$ cat src/rtl/ptw_pkg.sv
package ptw_pkg;
    localparam int PPN_W    = 44;
    localparam int VPN_W    = 45;
    localparam int PA_W     = 56;
    localparam int PTE_W    = 64;
    localparam int LVL_W    = 3;
    localparam int FLT_W    = 3;
    localparam int PAGE_OFF = 12;

    typedef logic [FLT_W-1:0] flt_t;
    localparam flt_t FLT_ACCESS   = 3'd1;
    localparam flt_t FLT_INVALID  = 3'd2;
    localparam flt_t FLT_MISALIGN = 3'd3;

    typedef enum logic [1:0] {MODE_SV32 = 2'd0, MODE_SV39 = 2'd1,
                              MODE_SV48 = 2'd2, MODE_SV57 = 2'd3} mode_e;

    typedef enum logic [1:0] {EV_DESCEND, EV_INVALID, EV_MISALIGN, EV_LEAF} eval_e;

    typedef struct packed {
        eval_e            kind;
        logic             g;
        logic [PPN_W-1:0] ppn;
    } eval_t;

    function automatic int seg_w(mode_e m);
        return (m == MODE_SV32) ? 10 : 9;
    endfunction

    function automatic logic [LVL_W-1:0] first_level(mode_e m);
        return LVL_W'(m) + LVL_W'(1);
    endfunction

    function automatic logic [PPN_W-1:0] ppn_mask(mode_e m);
        return (m == MODE_SV32) ? PPN_W'(22'h3FFFFF) : '1;
    endfunction

    function automatic logic [PPN_W-1:0] low_mask(mode_e m, logic [LVL_W-1:0] lvl);
        logic [63:0] m64;
        m64 = (64'd1 << (seg_w(m) * int'(lvl))) - 64'd1;
        return PPN_W'(m64);
    endfunction

    function automatic logic [PPN_W-1:0] pte_ppn(mode_e m, logic [PTE_W-1:0] pte);
        return (m == MODE_SV32) ? PPN_W'(pte[31:10]) : pte[53:10];
    endfunction
endpackage

$ cat src/rtl/ptw_addr_gen.sv
module ptw_addr_gen
    import ptw_pkg::*;
(
    input  mode_e             mode_i,
    input  logic [PPN_W-1:0]  base_i,
    input  logic [VPN_W-1:0]  vpn_i,
    input  logic [LVL_W-1:0]  level_i,
    output logic [PA_W-1:0]   addr_o,
    output logic              size8_o
);
    int          w;
    logic [63:0] vsh, idx, base64, a64;
    logic        unused_hi;

    always_comb begin
        w      = seg_w(mode_i);
        vsh    = 64'(vpn_i) >> (w * int'(level_i));
        idx    = vsh & ((64'd1 << w) - 64'd1);
        base64 = 64'(base_i & ppn_mask(mode_i));
        a64    = (base64 << PAGE_OFF) | (idx << ((mode_i == MODE_SV32) ? 2 : 3));
    end

    assign addr_o    = a64[PA_W-1:0];
    assign size8_o   = (mode_i != MODE_SV32);
    assign unused_hi = ^a64[63:PA_W];
endmodule

$ cat src/rtl/ptw_pte_eval.sv
module ptw_pte_eval
    import ptw_pkg::*;
(
    input  mode_e             mode_i,
    input  logic [LVL_W-1:0]  level_i,
    input  logic [VPN_W-1:0]  vpn_i,
    input  logic [PTE_W-1:0]  pte_i,
    output eval_t             res_o
);
    logic [PPN_W-1:0] ppn, lm;
    logic             fv, fr, fw, fx;
    logic             unused_bits;

    always_comb begin
        fv = pte_i[0];
        fr = pte_i[1];
        fw = pte_i[2];
        fx = pte_i[3];
        ppn = pte_ppn(mode_i, pte_i);
        lm  = low_mask(mode_i, level_i);
        res_o.g   = pte_i[5];
        res_o.ppn = ppn;
        if (!fv || (fw && !fr))
            res_o.kind = EV_INVALID;
        else if (!fr && !fx)
            res_o.kind = (level_i != '0) ? EV_DESCEND : EV_INVALID;
        else if ((ppn & lm) != '0)
            res_o.kind = EV_MISALIGN;
        else begin
            res_o.kind = EV_LEAF;
            res_o.ppn  = (ppn & ~lm) | (vpn_i[PPN_W-1:0] & lm);
        end
    end

    assign unused_bits = ^{pte_i[63:54], pte_i[9:6], pte_i[4], vpn_i[VPN_W-1:PPN_W]};
endmodule

$ cat src/rtl/ptw_walker.sv
module ptw_walker
    import ptw_pkg::*;
(
    input  logic              clk,
    input  logic              rst,
    input  logic              start_i,
    input  logic [1:0]        mode_i,
    input  logic [43:0]       root_ppn_i,
    input  logic [44:0]       vpn_i,
    output logic              mem_req_o,
    output logic [55:0]       mem_addr_o,
    output logic              mem_size8_o,
    input  logic              mem_rsp_i,
    input  logic              mem_err_i,
    input  logic [63:0]       mem_data_i,
    output logic [63:0]       chk_pte_o,
    input  logic              chk_fail_i,
    input  logic [2:0]        chk_code_i,
    output logic              done_o,
    output logic              fault_o,
    output logic [2:0]        fault_code_o,
    output logic [43:0]       ppn_o,
    output logic [63:0]       pte_o,
    output logic [55:0]       pte_addr_o,
    output logic [2:0]        level_o,
    output logic              global_o
);
    typedef enum logic [1:0] {S_IDLE, S_REQ, S_WAIT, S_EVAL} st_e;

    st_e              state_q;
    mode_e            mode_q;
    logic [VPN_W-1:0] vpn_q;
    logic [PPN_W-1:0] base_q;
    logic [LVL_W-1:0] level_q;
    logic             glob_q;
    logic [PTE_W-1:0] pte_q;
    logic [PA_W-1:0]  addr_w;
    logic             size8_w;
    eval_t            ev;

    ptw_addr_gen u_addr (
        .mode_i (mode_q), .base_i (base_q), .vpn_i (vpn_q), .level_i (level_q),
        .addr_o (addr_w), .size8_o (size8_w)
    );

    ptw_pte_eval u_eval (
        .mode_i (mode_q), .level_i (level_q), .vpn_i (vpn_q), .pte_i (pte_q),
        .res_o  (ev)
    );

    assign mem_req_o   = (state_q == S_REQ);
    assign mem_addr_o  = addr_w;
    assign mem_size8_o = size8_w;
    assign chk_pte_o   = pte_q;

    always_ff @(posedge clk) begin
        if (rst) begin
            state_q      <= S_IDLE;
            mode_q       <= MODE_SV32;
            vpn_q        <= '0;
            base_q       <= '0;
            level_q      <= '0;
            glob_q       <= 1'b0;
            pte_q        <= '0;
            done_o       <= 1'b0;
            fault_o      <= 1'b0;
            fault_code_o <= '0;
            ppn_o        <= '0;
            pte_o        <= '0;
            pte_addr_o   <= '0;
            level_o      <= '0;
            global_o     <= 1'b0;
        end else begin
            done_o  <= 1'b0;
            fault_o <= 1'b0;
            case (state_q)
                S_IDLE: if (start_i) begin
                    mode_q  <= mode_e'(mode_i);
                    vpn_q   <= vpn_i;
                    base_q  <= root_ppn_i & ppn_mask(mode_e'(mode_i));
                    level_q <= first_level(mode_e'(mode_i));
                    glob_q  <= 1'b0;
                    state_q <= S_REQ;
                end
                S_REQ: state_q <= S_WAIT;
                S_WAIT: if (mem_rsp_i) begin
                    if (mem_err_i) begin
                        fault_o      <= 1'b1;
                        fault_code_o <= FLT_ACCESS;
                        state_q      <= S_IDLE;
                    end else begin
                        pte_q   <= (mode_q == MODE_SV32) ? PTE_W'(mem_data_i[31:0]) : mem_data_i;
                        state_q <= S_EVAL;
                    end
                end
                S_EVAL: begin
                    state_q <= S_IDLE;
                    case (ev.kind)
                        EV_DESCEND: begin
                            base_q  <= ev.ppn;
                            level_q <= level_q - LVL_W'(1);
                            glob_q  <= glob_q | ev.g;
                            state_q <= S_REQ;
                        end
                        EV_INVALID: begin
                            fault_o      <= 1'b1;
                            fault_code_o <= FLT_INVALID;
                        end
                        EV_MISALIGN: begin
                            fault_o      <= 1'b1;
                            fault_code_o <= FLT_MISALIGN;
                        end
                        default: begin
                            if (chk_fail_i) begin
                                fault_o      <= 1'b1;
                                fault_code_o <= chk_code_i;
                            end else begin
                                done_o     <= 1'b1;
                                ppn_o      <= ev.ppn;
                                pte_o      <= pte_q;
                                pte_addr_o <= addr_w;
                                level_o    <= level_q;
                                global_o   <= glob_q | ev.g;
                            end
                        end
                    endcase
                end
                default: state_q <= S_IDLE;
            endcase
        end
    end


    req_single_chk: assert property (@(posedge clk) disable iff (rst)
        mem_req_o |=> !mem_req_o);


    done_pulse_chk: assert property (@(posedge clk) disable iff (rst)
        done_o |=> !done_o);


    fault_pulse_chk: assert property (@(posedge clk) disable iff (rst)
        fault_o |=> !fault_o);


    done_fault_excl_chk: assert property (@(posedge clk) disable iff (rst)
        !(done_o && fault_o));


    level_step_chk: assert property (@(posedge clk) disable iff (rst)
        (state_q == S_REQ && $past(state_q) == S_EVAL) |-> level_q == $past(level_q) - LVL_W'(1));


    inputs_hold_chk: assert property (@(posedge clk) disable iff (rst)
        (state_q != S_IDLE) |=> ($stable(vpn_q) && $stable(mode_q)));


    misalign_level_chk: assert property (@(posedge clk) disable iff (rst)
        (state_q == S_EVAL && ev.kind == EV_MISALIGN) |-> level_q != '0);
endmodule

$ cat config.mk
export PLATFORM = sky130hd
export DESIGN_NAME = ptw_walker
export DESIGN_NICKNAME = d
export VERILOG_FILES = /design/src/rtl/ptw_pkg.sv /design/src/rtl/ptw_addr_gen.sv /design/src/rtl/ptw_pte_eval.sv /design/src/rtl/ptw_walker.sv
export SDC_FILE = /design/constraint.sdc
export NUM_CORES = 1
export LEC_CHECK = 0
export BUFFER_PORTS_ARGS = -buffer_cell sky130_fd_sc_hd__buf_2
export CAP_MARGIN = 30
export CELL_PAD_IN_SITES_DETAIL_PLACEMENT = 1
export CELL_PAD_IN_SITES_GLOBAL_PLACEMENT = 2
export CORE_MARGIN = 2
export CORE_UTILIZATION = 27
export DETAILED_ROUTE_END_ITERATION = 12
export GPL_TIMING_DRIVEN = 1
export PLACE_DENSITY = 0.74
export SLEW_MARGIN = 40
export SYNTH_ARGS = -nofsm -noshare
export SYNTH_HDL_FRONTEND = slang
export SYNTH_SLANG_ARGS = --single-unit
$ cat constraint.sdc
create_clock -name clk -period 7 [get_ports clk]
set_input_delay 0.35 -clock clk [delete_from_list [all_inputs] [get_ports clk]]
set_output_delay 0.35 -clock clk [all_outputs]
set_load 0.01 [all_outputs]
[Yosys cells after proc, flatten, opt, wreduce, memory -nomap -nowiden]
Cells that the tools add are included.
Word-level totals
  register bits after elaboration: 334
  input port bits: 164
  output and inout port bits: 295
Operators by class
  $add $sub $neg: 4
  multipliers: 1
  equal/unequal tests: 11
  shift-type cells: 4
  muxes and demuxes: 38
  bitwise operators: 14
  reductions and logical operators: 24
Operators by type and width (count)
  $mux W44: 8
  $and A44 B44 Y44: 5
  $pmux W44 S2: 1
  $and A64 B64 Y64: 1
  $mux W64: 1
  $shl A1 B32 Y64 const A: 1
  $shl A64 B32 Y56: 1
  $shr A45 B32 Y64: 1
  $sub A64 B1 Y64 const B: 1
  $or A56 B56 Y56: 1
  $not A44 Y44: 1
  $or A44 B44 Y44: 1
  $reduce_bool A44 Y1: 1
  $shl A1 B32 Y44 const A: 1
  $sub A44 B1 Y44 const B: 1
  $mul A32 B4 Y32: 1
  $mux W3: 5
  $mux W2: 6
  $pmux W3 S2: 2
  $mux W1: 10
  $ne A2 B2 Y1 const B: 5
  $pmux W3 S3: 1
  $reduce_and A3 Y1: 3
  $logic_not A2 Y1: 4
  other kinds (19): 33

[Logic depth before layout (Yosys ltp)]
Gate-level depths: netlist of the first run.
  word-level depth: 14
  gate-level depth with buffers: 36
  mapped depth without buffers: 27

[By module]
Synthesis of the first run repeated with hierarchy kept, for this count alone.
Unflattened totals
  cell total of the unflattened synthesis: 2580
  area, all modules: 19233.4 um^2
Modules (own cells, without submodules)
  ptw_walker: times used 1, cells each 1553, area an instance 12431.9 um^2, sequential area each 6686.4 um^2
  ptw_pte_eval: times used 1, cells each 577, area an instance 3577.2 um^2, sequential area each 0.0 um^2
  ptw_addr_gen: times used 1, cells each 450, area an instance 3224.3 um^2, sequential area each 0.0 um^2

[Worst setup path after synthesis of the first run]
No wires, ideal clock.
  kind: reg2reg
  from: register mode_q[1]
  to: register base_q[24]
  library setup time: 0.091 ns
  arrival time: 7.633 ns
  data required time: 6.909 ns
  setup slack: -0.724 ns
  cell stages (with the launch flop): 36
  buffers on the path: 12
  clock period less this slack: 7.724 ns
  cell sequence: dfxtp_1 > buf_2 > nor2_2 > inv_1 > clkbuf_1 > clkbuf_1 > clkbuf_1 > clkbuf_1 > clkbuf_1 > nor2_1 > fa_1 > ha_1 > clkbuf_1 > inv_1 > nand2_1 > nor2_1 > nand2_1 > ha_1 > clkbuf_1 > clkinv_1 > a31oi_1 > buf_2 > nor4_1 > a2111o_1 > a2111oi_2 > o2111ai_1 > a211oi_4 > buf_2 > a21oi_1 > ha_1 > and3_1 > clkbuf_1 > nor2_1 > clkbuf_1 > a21oi_1 > a311oi_1
Between the ends
  longest elaborated chain between the ends: 13
  elaborated cells on any way between the ends: 23
RTL lines
  from (decl): RTL line ptw_walker.sv:31  | mode_e mode_q;
  from (signal assigned): RTL line ptw_walker.sv:78  | mode_q <= mode_e'(mode_i);
  $logic_not A2 Y1 *: RTL line ptw_pkg.sv:27, ptw_pkg.sv:45
  $mux W2: RTL line ptw_pkg.sv:27  | return (m == MODE_SV32) ? 10 : 9;
  $mul A32 B4 Y32: RTL line ptw_pkg.sv:40  | m64 = (64'd1 << (seg_w(m) * int'(lvl))) - 64'd1;
  $shl A1 B32 Y44: RTL line ptw_pkg.sv:40
  $sub A44 B1 Y44: RTL line ptw_pkg.sv:40
  $and A44 B44 Y44 or $not A44 Y44 (tied branches): RTL line ptw_pte_eval.sv:27, ptw_pte_eval.sv:31
  $reduce_bool A44 Y1 or $and A44 B44 Y44 (tied branches): RTL line ptw_pte_eval.sv:27, ptw_pte_eval.sv:31
  $mux W1 or $or A44 B44 Y44 (tied branches): RTL line ptw_pte_eval.sv:27, ptw_pte_eval.sv:31
  $mux W2 or $mux W44 (tied branches): RTL line ptw_pte_eval.sv:25, ptw_pte_eval.sv:27
  $mux W2 or $mux W44 (tied branches): RTL line ptw_pte_eval.sv:23, ptw_pte_eval.sv:25
  $logic_not A2 Y1 or $mux W44 (tied branches): RTL line ptw_walker.sv:98, ptw_pte_eval.sv:23
  $ne A2 B2 Y1 (no line) or $mux W44 (tied branches)
  $reduce_and A3 Y1 (no line) or $pmux W44 S2 (tied branches)
  to (signal assigned): RTL line ptw_walker.sv:80  | base_q <= root_ppn_i & ppn_mask(mode_e'(mode_i));
  to (signal assigned): RTL line ptw_walker.sv:100  | base_q <= ev.ppn;
  to (decl): RTL line ptw_walker.sv:33  | logic [PPN_W-1:0] base_q;
Every way passes the cells marked *; elsewhere a longest branch is shown, timed or not. The select of a mux whose other input is x is not followed.
A chain may end at the register's enable or synchronous reset.

[Worst setup path after layout of the first run]
  from: register mode_q[1]
  to: register fault_code_o[2]
Between the ends
  longest elaborated chain between the ends: 13
  elaborated cells on any way between the ends: 19
RTL lines
  $logic_not A2 Y1 *: RTL line ptw_pkg.sv:27, ptw_pkg.sv:45
  $mux W2: RTL line ptw_pkg.sv:27
  $mul A32 B4 Y32: RTL line ptw_pkg.sv:40
  $shl A1 B32 Y44: RTL line ptw_pkg.sv:40
  $sub A44 B1 Y44: RTL line ptw_pkg.sv:40
  $and A44 B44 Y44 *: RTL line ptw_pte_eval.sv:27  | else if ((ppn & lm) != '0)
  $reduce_bool A44 Y1 *: RTL line ptw_pte_eval.sv:27
  $mux W1 *: RTL line ptw_pte_eval.sv:27
  $mux W2 *: RTL line ptw_pte_eval.sv:25  | else if (!fr && !fx)
  $mux W2 *: RTL line ptw_pte_eval.sv:23  | if (!fv || (fw && !fr))
  $eq A2 B2 Y1, or another cell as far along: RTL line ptw_walker.sv:98  | case (ev.kind)
  $pmux W3 S3, or another cell as far along: RTL line ptw_walker.sv:98
  $pmux W3 S2 or $reduce_and A5 Y1 (tied branches)
  to (signal assigned): RTL line ptw_walker.sv:116  | fault_code_o <= chk_code_i;
  to (decl): RTL line ptw_walker.sv:21  | output logic [2:0] fault_code_o,
Every way passes the cells marked *; elsewhere a longest branch is shown, timed or not.

==> reports/metrics.csv, run 1 <==
stage,metric,value,unit
drt,WL/cell,25.7,microns
final_layout,area grow syn2layout,27.1,%
final_layout,filler cell count,7591,
synthesis,largest area contributor in the netlist,dfxtp_1,
pwr,Leakage,8.56,nW
synthesis,Compound-Gate Fraction of Synth Area,0.218,
synthesis,number of flops mapped to enable cells by yosys,0,
worst_setup_path,CP top delay family,compound AO/OA/AOI/OAI gates,
clock_network,clk_lat worst skew,0.58,ns
clock_network,TritonCTS clock tree,yes,
worst_hold_path,min-delay worst type,input pin to register,
drt,drt pass-1 iters,5,
worst_setup_path,CP Class,register to register,
synthesis,library cells used by synthesis,83,
clock_network,post-CTS setup buffers,0,
timing,Final Hold Fails,0,
synthesis,post-synthesis cell area,17000,sq um
clock_network,Post-CTS Resized,0,
final_layout,share of cells above drive strength 1,0.266,
timing,Max Freq,159,MHz
clock_network,total CTS buffers,42,
floorplan,core area,61900,sq um
synthesis,post-synthesis mux area share,0.0888,
timing,fin crit share,0.900,
clock_network,hold_buf cts,18,
pwr,Max VDD drop,0.000156,V
worst_hold_path,hold worst-path end,vpn_q[15],
floorplan,Initial Utilization,0.274,
placed_design,placer congestion estimate,0.958,
synthesis,post-synthesis sequential area ratio,0.391,
synthesis,top cell type's share of synthesized area,0.391,
synthesis,yosys warns,0,
clock_network,clock sink count,332,
placed_design,I/O Buffers,454,
synthesis,largest family of logic cells by synthesized area,simple AND/OR/NAND/NOR gates,
synthesis,Synth area leaders,"dfxtp_1, nand2_1, a21oi_1",
floorplan,Chip Height,255,microns
worst_setup_path,"slowest stage delay, CP",0.58,ns
floorplan,Top Ports,459,
synthesis,#FFs+latches synth,332,
placed_design,DP HPWL,64.9,mm
global_routing,initial antenna violation count,10,
worst_setup_path,Worst Setup Start Kind,register,
pwr,Pwr Density,248,nW/um^2
drt,initial DRC count,1245,
synthesis,syn_area_per_cell,7.94,sq um
synthesis,Synth Flop Type,dfxtp_1,
synthesis,post-synthesis simple-gate area fraction,0.227,
worst_setup_path,CP Max Fanout,10,
synthesis,most frequent cell after synthesis,nand2_1,
worst_setup_path,Worst path slowest cell,dfxtp_1,
synthesis,XOR/XNOR Fraction of Synth Area,0.00457,
worst_setup_path,Worst EP required,7.49,ns
global_routing,gr usage total,0.258,
timing,Rel. slew slack,0.467,
timing,RSZ-0062 raised after global routing,false,
placed_design,# placed instances,3286,
worst_hold_path,Hold Crit Start,vpn_i[15],
worst_hold_path,Worst Hold Depth,3,
worst_setup_path,RR Startpoint,mode_q[1],
worst_setup_path,Worst R2R Setup Slack,0.70,ns
worst_setup_path,R2R depth,27,
timing,Worst-Margin Slew,0.799,ns
final_layout,Layout Nets,2689,
global_routing,largest net degree at the start of global routing,95,
global_routing,total congestion overflow,0,
floorplan,Rows,91,
clock_network,CTS H-Tree Depth,2,
status,outcome,completed,
drt,Final ANT Viol Nets,0,
global_routing,vias in the first global route,18400,
floorplan,Die Area,64900,sq um
worst_setup_path,Setup crit end kind,register,
drt,final WL,87.0,mm
clock_network,CTS root buffer,clkbuf_16,
global_routing,first-pass GRT wire length,124,mm
drt,Vias/cell,5.40,
timing,setup violators final,0,
clock_network,"Reg clk slew, reported paths",0.06,ns
timing,clock skew,0.0166,ns
worst_setup_path,reg2reg end,fault_code_o[2],
final_layout,Layout Cells excl Fill,3382,
clock_network,Bufs on Longest Clock Path,3,
synthesis,Post-synth top cells,"nand2_1, dfxtp_1, a21oi_1, clkbuf_1, nor2_1",
synthesis,fraction of registers with async set or reset after synthesis,0,
timing,setup TNS,0,ns
floorplan,width of the chip,255,microns
timing,Tmin final,6.30,ns
job,max cap viols,0,
worst_setup_path,buffers and inverters on the worst path,3,
drt,DRC viols,0,
synthesis,cell count after synthesis,2140,
worst_setup_path,crit path DAT,6.79,ns
worst_setup_path,Crit path top cell by count,ha_1,
synthesis,post-synthesis adder-cell area fraction,0.0108,
timing,Final Slew Violations,0,
drt,DR vias,18300,
==> layout by cell type (no fill, tap or decap), types with 18 or more instances in the layout <==
cell and n:
nor2_1 138, nor3_1 21, a211oi_1 62, nand3_1 62, dlygate4sd3_1 18, and2_1 35, o21ai_0 56, buf_4 51
nand2_1 501, mux2i_1 18, nand2b_1 26, a311oi_1 37, buf_2 453, nand4_1 26, dfxtp_1 332, a21oi_1 302
mux4_2 55, or3_1 23, clkbuf_16 43
==> cell families after synthesis <==
family / after synthesis
xor+xnor: 8
simple gates: 883
mux: 81
compound gates: 591
other cells: 1
buf+inv: 230
fa+ha+maj: 14
flops: 332
==> per-stage QoR <==
stage                     total power, mW  setup slack, ns   util  cell area [sq um]  hold slack [ns]
after floorplan                      2.72           0.0119      -              17000            0.427
after global placement               3.18             1.00  0.323              20000            0.439
after detailed placement             3.18            0.782  0.323              20000            0.445
after CTS                            5.40            0.734  0.348              21600         0.000119
after global routing                 5.57            0.263  0.348              21600           0.0103
final                                5.36            0.703  0.348              21600           0.0245
==> flip-flops by register name, indices dropped and copies added, names as in the netlist <==
| signal | cells |
|---|---|
| mode_q | 2 |
| pte_o | 64 |
| fault_o | 1 |
| state_q | 2 |
| pte_addr_o | 54 |
| done_o | 1 |
| glob_q | 1 |
| ppn_o | 44 |
| level_o | 3 |
| vpn_q | 45 |
| base_q | 44 |
| global_o | 1 |
| level_q | 3 |
| chk_pte_o | 64 |
| fault_code_o | 3 |
==> layer usage <==
metal,wire length (microns),part of all wire,global-route usage
met5,48,0.00055,0
met2,39600,0.46,0.409
met3,6780,0.078,0.0640
met4,3430,0.039,0.101
met1,37100,0.43,0.336
==> how the worst max path moves through the flow <==
stage,depth (start not counted),slack (ns),startpoint,end
3_3_place_gp,26,1.00,mode_q[1],base_q[21]
6_report,27,0.70,mode_q[1],fault_code_o[2]
5_1_grt,27,0.26,mode_q[1],fault_code_o[2]
4_1_cts,27,0.73,mode_q[1],fault_code_o[2]
2_1_floorplan,34,0.01,mode_q[1],base_q[24]
3_5_place_dp,27,0.78,mode_q[1],fault_code_o[2]
==> tightest hold or removal path: stages <==
cell	delay [ns]
buf_2	0.09
nand2_1	0.05
a21oi_1	0.05
==> cell type report <==
cell class,instances,area [sq um],area share
multi-input combinational,1583,9410,0.436
tap,837,1050,0.0485
antenna,4,10.0,0.000464
clock inverter,16,184,0.00852
inverter,19,73.8,0.00342
timing repair buffer,533,3020,0.140
sequential,332,6650,0.308
clock buffer,58,1190,0.0553
==> where the power goes <==
part	total [mW]	internal, mW	leakage (nW)	switching, mW
registers	2.02	1.94	2.69	0.0839
clock network	2.19	1.30	0.668	0.881
logic	1.15	0.389	5.21	0.758
Note: power is estimated with default switching activity, not from simulation.
==> inputs of run 2 (changes only) <==
--- a/config.mk
+++ b/config.mk
@@ -13,6 +13,7 @@
 export CORE_UTILIZATION = 27
 export DETAILED_ROUTE_END_ITERATION = 12
 export GPL_TIMING_DRIVEN = 1
+export MAX_ROUTING_LAYER = met4
 export PLACE_DENSITY = 0.74
 export SLEW_MARGIN = 40
 export SYNTH_ARGS = -nofsm -noshare
==> run 2 against run 1 <==
Against the previous run: worst hold slack worse by 0.013 ns; clock power is 2% lower; final area up 0.54%; critical path depth is 1 lower; sequential share of layout area down 0.17 points; global-route usage grew 1.5 points; maximum frequency shrank 1.7%; count of clock-buffer cells in the layout is 2 lower; largest power group unchanged; highest routed layer is now met4.
==> reports/metrics.csv, run 2 (synthesis results as in run 1) <==
stage,metric,value,unit
worst_setup_path,Crit path top cell by count,nor2_1,
floorplan,Top Ports,459,
worst_hold_path,min-delay worst type,input pin to register,
floorplan,Initial Utilization,0.274,
drt,drt pass-1 iters,5,
timing,hold slack final,0.0117,ns
worst_setup_path,CP Class,register to register,
worst_hold_path,Hold Crit Start,vpn_i[39],
status,outcome,completed,
floorplan,Chip Height,255,microns
clock_network,clk_lat worst skew,0.58,ns
global_routing,largest net degree at the start of global routing,99,
timing,Rel. slew slack,0.411,
drt,final WL,88.5,mm
clock_network,TritonCTS clock tree,yes,
placed_design,placer congestion estimate,0.991,
clock_network,total CTS buffers,40,
clock_network,"Reg clk slew, reported paths",0.06,ns
final_layout,area grow syn2layout,27.7,%
final_layout,Layout Nets,2703,
placed_design,I/O Buffers,454,
worst_setup_path,Setup crit end kind,register,
timing,RSZ-0062 raised after global routing,false,
worst_hold_path,Worst Hold Depth,3,
floorplan,core area,61900,sq um
drt,DR vias,18300,
clock_network,CTS root buffer,clkbuf_16,
clock_network,post-CTS setup buffers,0,
final_layout,"commonest non-fill, non-tap cells in the layout","nand2_1, buf_2, dfxtp_1",
timing,Max Freq,156,MHz
placed_design,DP HPWL,66.6,mm
worst_setup_path,Worst Setup Start Kind,register,
worst_setup_path,reg2reg end,fault_code_o[1],
job,max cap viols,0,
clock_network,clock sink count,332,
worst_setup_path,Worst EP required,7.44,ns
timing,setup TNS,0,ns
drt,Final ANT Viol Nets,0,
global_routing,gr usage total,0.273,
final_layout,"leading cell type in the layout, fill and taps excluded",nand2_1,
global_routing,initial antenna violation count,10,
placed_design,# placed instances,3294,
worst_setup_path,Worst path slowest cell,ha_1,
global_routing,vias in the first global route,18500,
drt,DRC viols,0,
worst_setup_path,Worst R2R Setup Slack,0.59,ns
timing,Final Slew Violations,0,
worst_setup_path,RR Startpoint,mode_q[1],
final_layout,Layout Cells excl Fill,3403,
floorplan,Rows,91,
pwr,Pint,3.59,mW
worst_setup_path,CP Max Fanout,12,
worst_setup_path,crit path DAT,6.84,ns
pwr,Pwr Density,246,nW/um^2
pwr,Net Sw Power,1.74,mW
drt,WL/cell,26.0,microns
worst_hold_path,hold worst-path end,vpn_q[39],
global_routing,total congestion overflow,0,
clock_network,Bufs on Longest Clock Path,3,
pwr,Seq pwr share,0.380,
clock_network,CTS H-Tree Depth,2,
final_layout,share of cells above drive strength 1,0.269,
timing,clock skew,0.0238,ns
drt,Vias/cell,5.38,
pwr,Max VDD drop,0.000161,V
timing,Final Hold Fails,0,
timing,Worst-Margin Slew,0.861,ns
floorplan,width of the chip,255,microns
final_layout,post-layout util,0.350,
worst_setup_path,R2R depth,26,
pwr,switching share of power,0.327,
timing,setup violators final,0,
drt,initial DRC count,1460,
timing,fin crit share,0.915,
timing,Tmin final,6.41,ns
pwr,Leakage,8.64,nW
worst_setup_path,"slowest stage delay, CP",0.54,ns
pwr,combinational share of power,0.220,
global_routing,first-pass GRT wire length,128,mm
floorplan,Die Area,64900,sq um
pwr,Clock Power Share,0.400,
run 2: cell types whose count changed in the layout (fill, tap and decap cells not counted), sizes merged, moves of 2 or more:
cell	previous run	this run
diode	4	11
dlygate4sd3	18	26
clkbuf	58	56
clkinvlp	4	0
clkinv	10	14
buf	515	523
run 2: worst max-delay path by stage:
stage | startpoint | to | slack [ns] | cells past startpoint
final | mode_q[1] | fault_code_o[1] | 0.59 | 26
after detailed placement | mode_q[1] | fault_code_o[1] | 0.72 | 26
after global placement | mode_q[1] | fault_code_o[2] | 0.91 | 26
after floorplan | mode_q[1] | base_q[24] | 0.01 | 34
after global routing | mode_q[1] | fault_code_o[1] | 0.19 | 26
after CTS | mode_q[1] | fault_code_o[1] | 0.70 | 26
run 2: metal layers:
metal / up-vias / share of wire / track usage
li1: 8355 / - / -
met5: - / 0 / -
met4: 0 / 0.029 / 0.0837
met2: 688 / 0.47 / 0.429
met3: 121 / 0.067 / 0.0539
met1: 9143 / 0.44 / 0.353
run 2: through the flow:
step	cell area, sq um	total power, mW	setup WS, ns
6_report	21700	5.33	0.592
5_1_grt	21700	5.54	0.186
4_1_cts	21700	5.37	0.696
3_5_place_dp	20100	3.20	0.719
3_3_place_gp	20000	3.21	0.912
2_1_floorplan	17000	2.72	0.0119
run 2: layout make-up:
type                       instances  area [sq um]
clock buffer                      56          1170
inverter                          19          73.8
tap                              837          1050
antenna                           11          27.5
sequential                       332          6650
timing repair buffer             549          3160
fill                            7529         40200
multi-input combinational       1583          9400
clock inverter                    16           170
run 2: power by group through the flow:
stage / clock (mW) / combinational, mW / sequential, mW
2_1_floorplan: 0 / 0.706 / 2.02
3_3_place_gp: 0 / 1.14 / 2.06
3_5_place_dp: 0 / 1.14 / 2.06
4_1_cts: 2.19 / 1.16 / 2.02
5_1_grt: 2.26 / 1.25 / 2.03
6_report: 2.14 / 1.17 / 2.02
run 2: worst max-delay path: cells and delay by family, from the launching register on:
kind / cells / cell delay (ns)
adders and majority gates: 4 / 1.65
and+or+nand+nor: 11 / 1.45
DFF: 1 / 0.42
buffers and inverters: 2 / 0.22
AOI/OAI and AO/OA: 9 / 2.51
run 2: what timing repair did:
action / 4_1_cts / 5_1_grt
hold buffers: 26 / 0
resized for setup: 0 / 0
hold endpoints to repair: 26 / 0
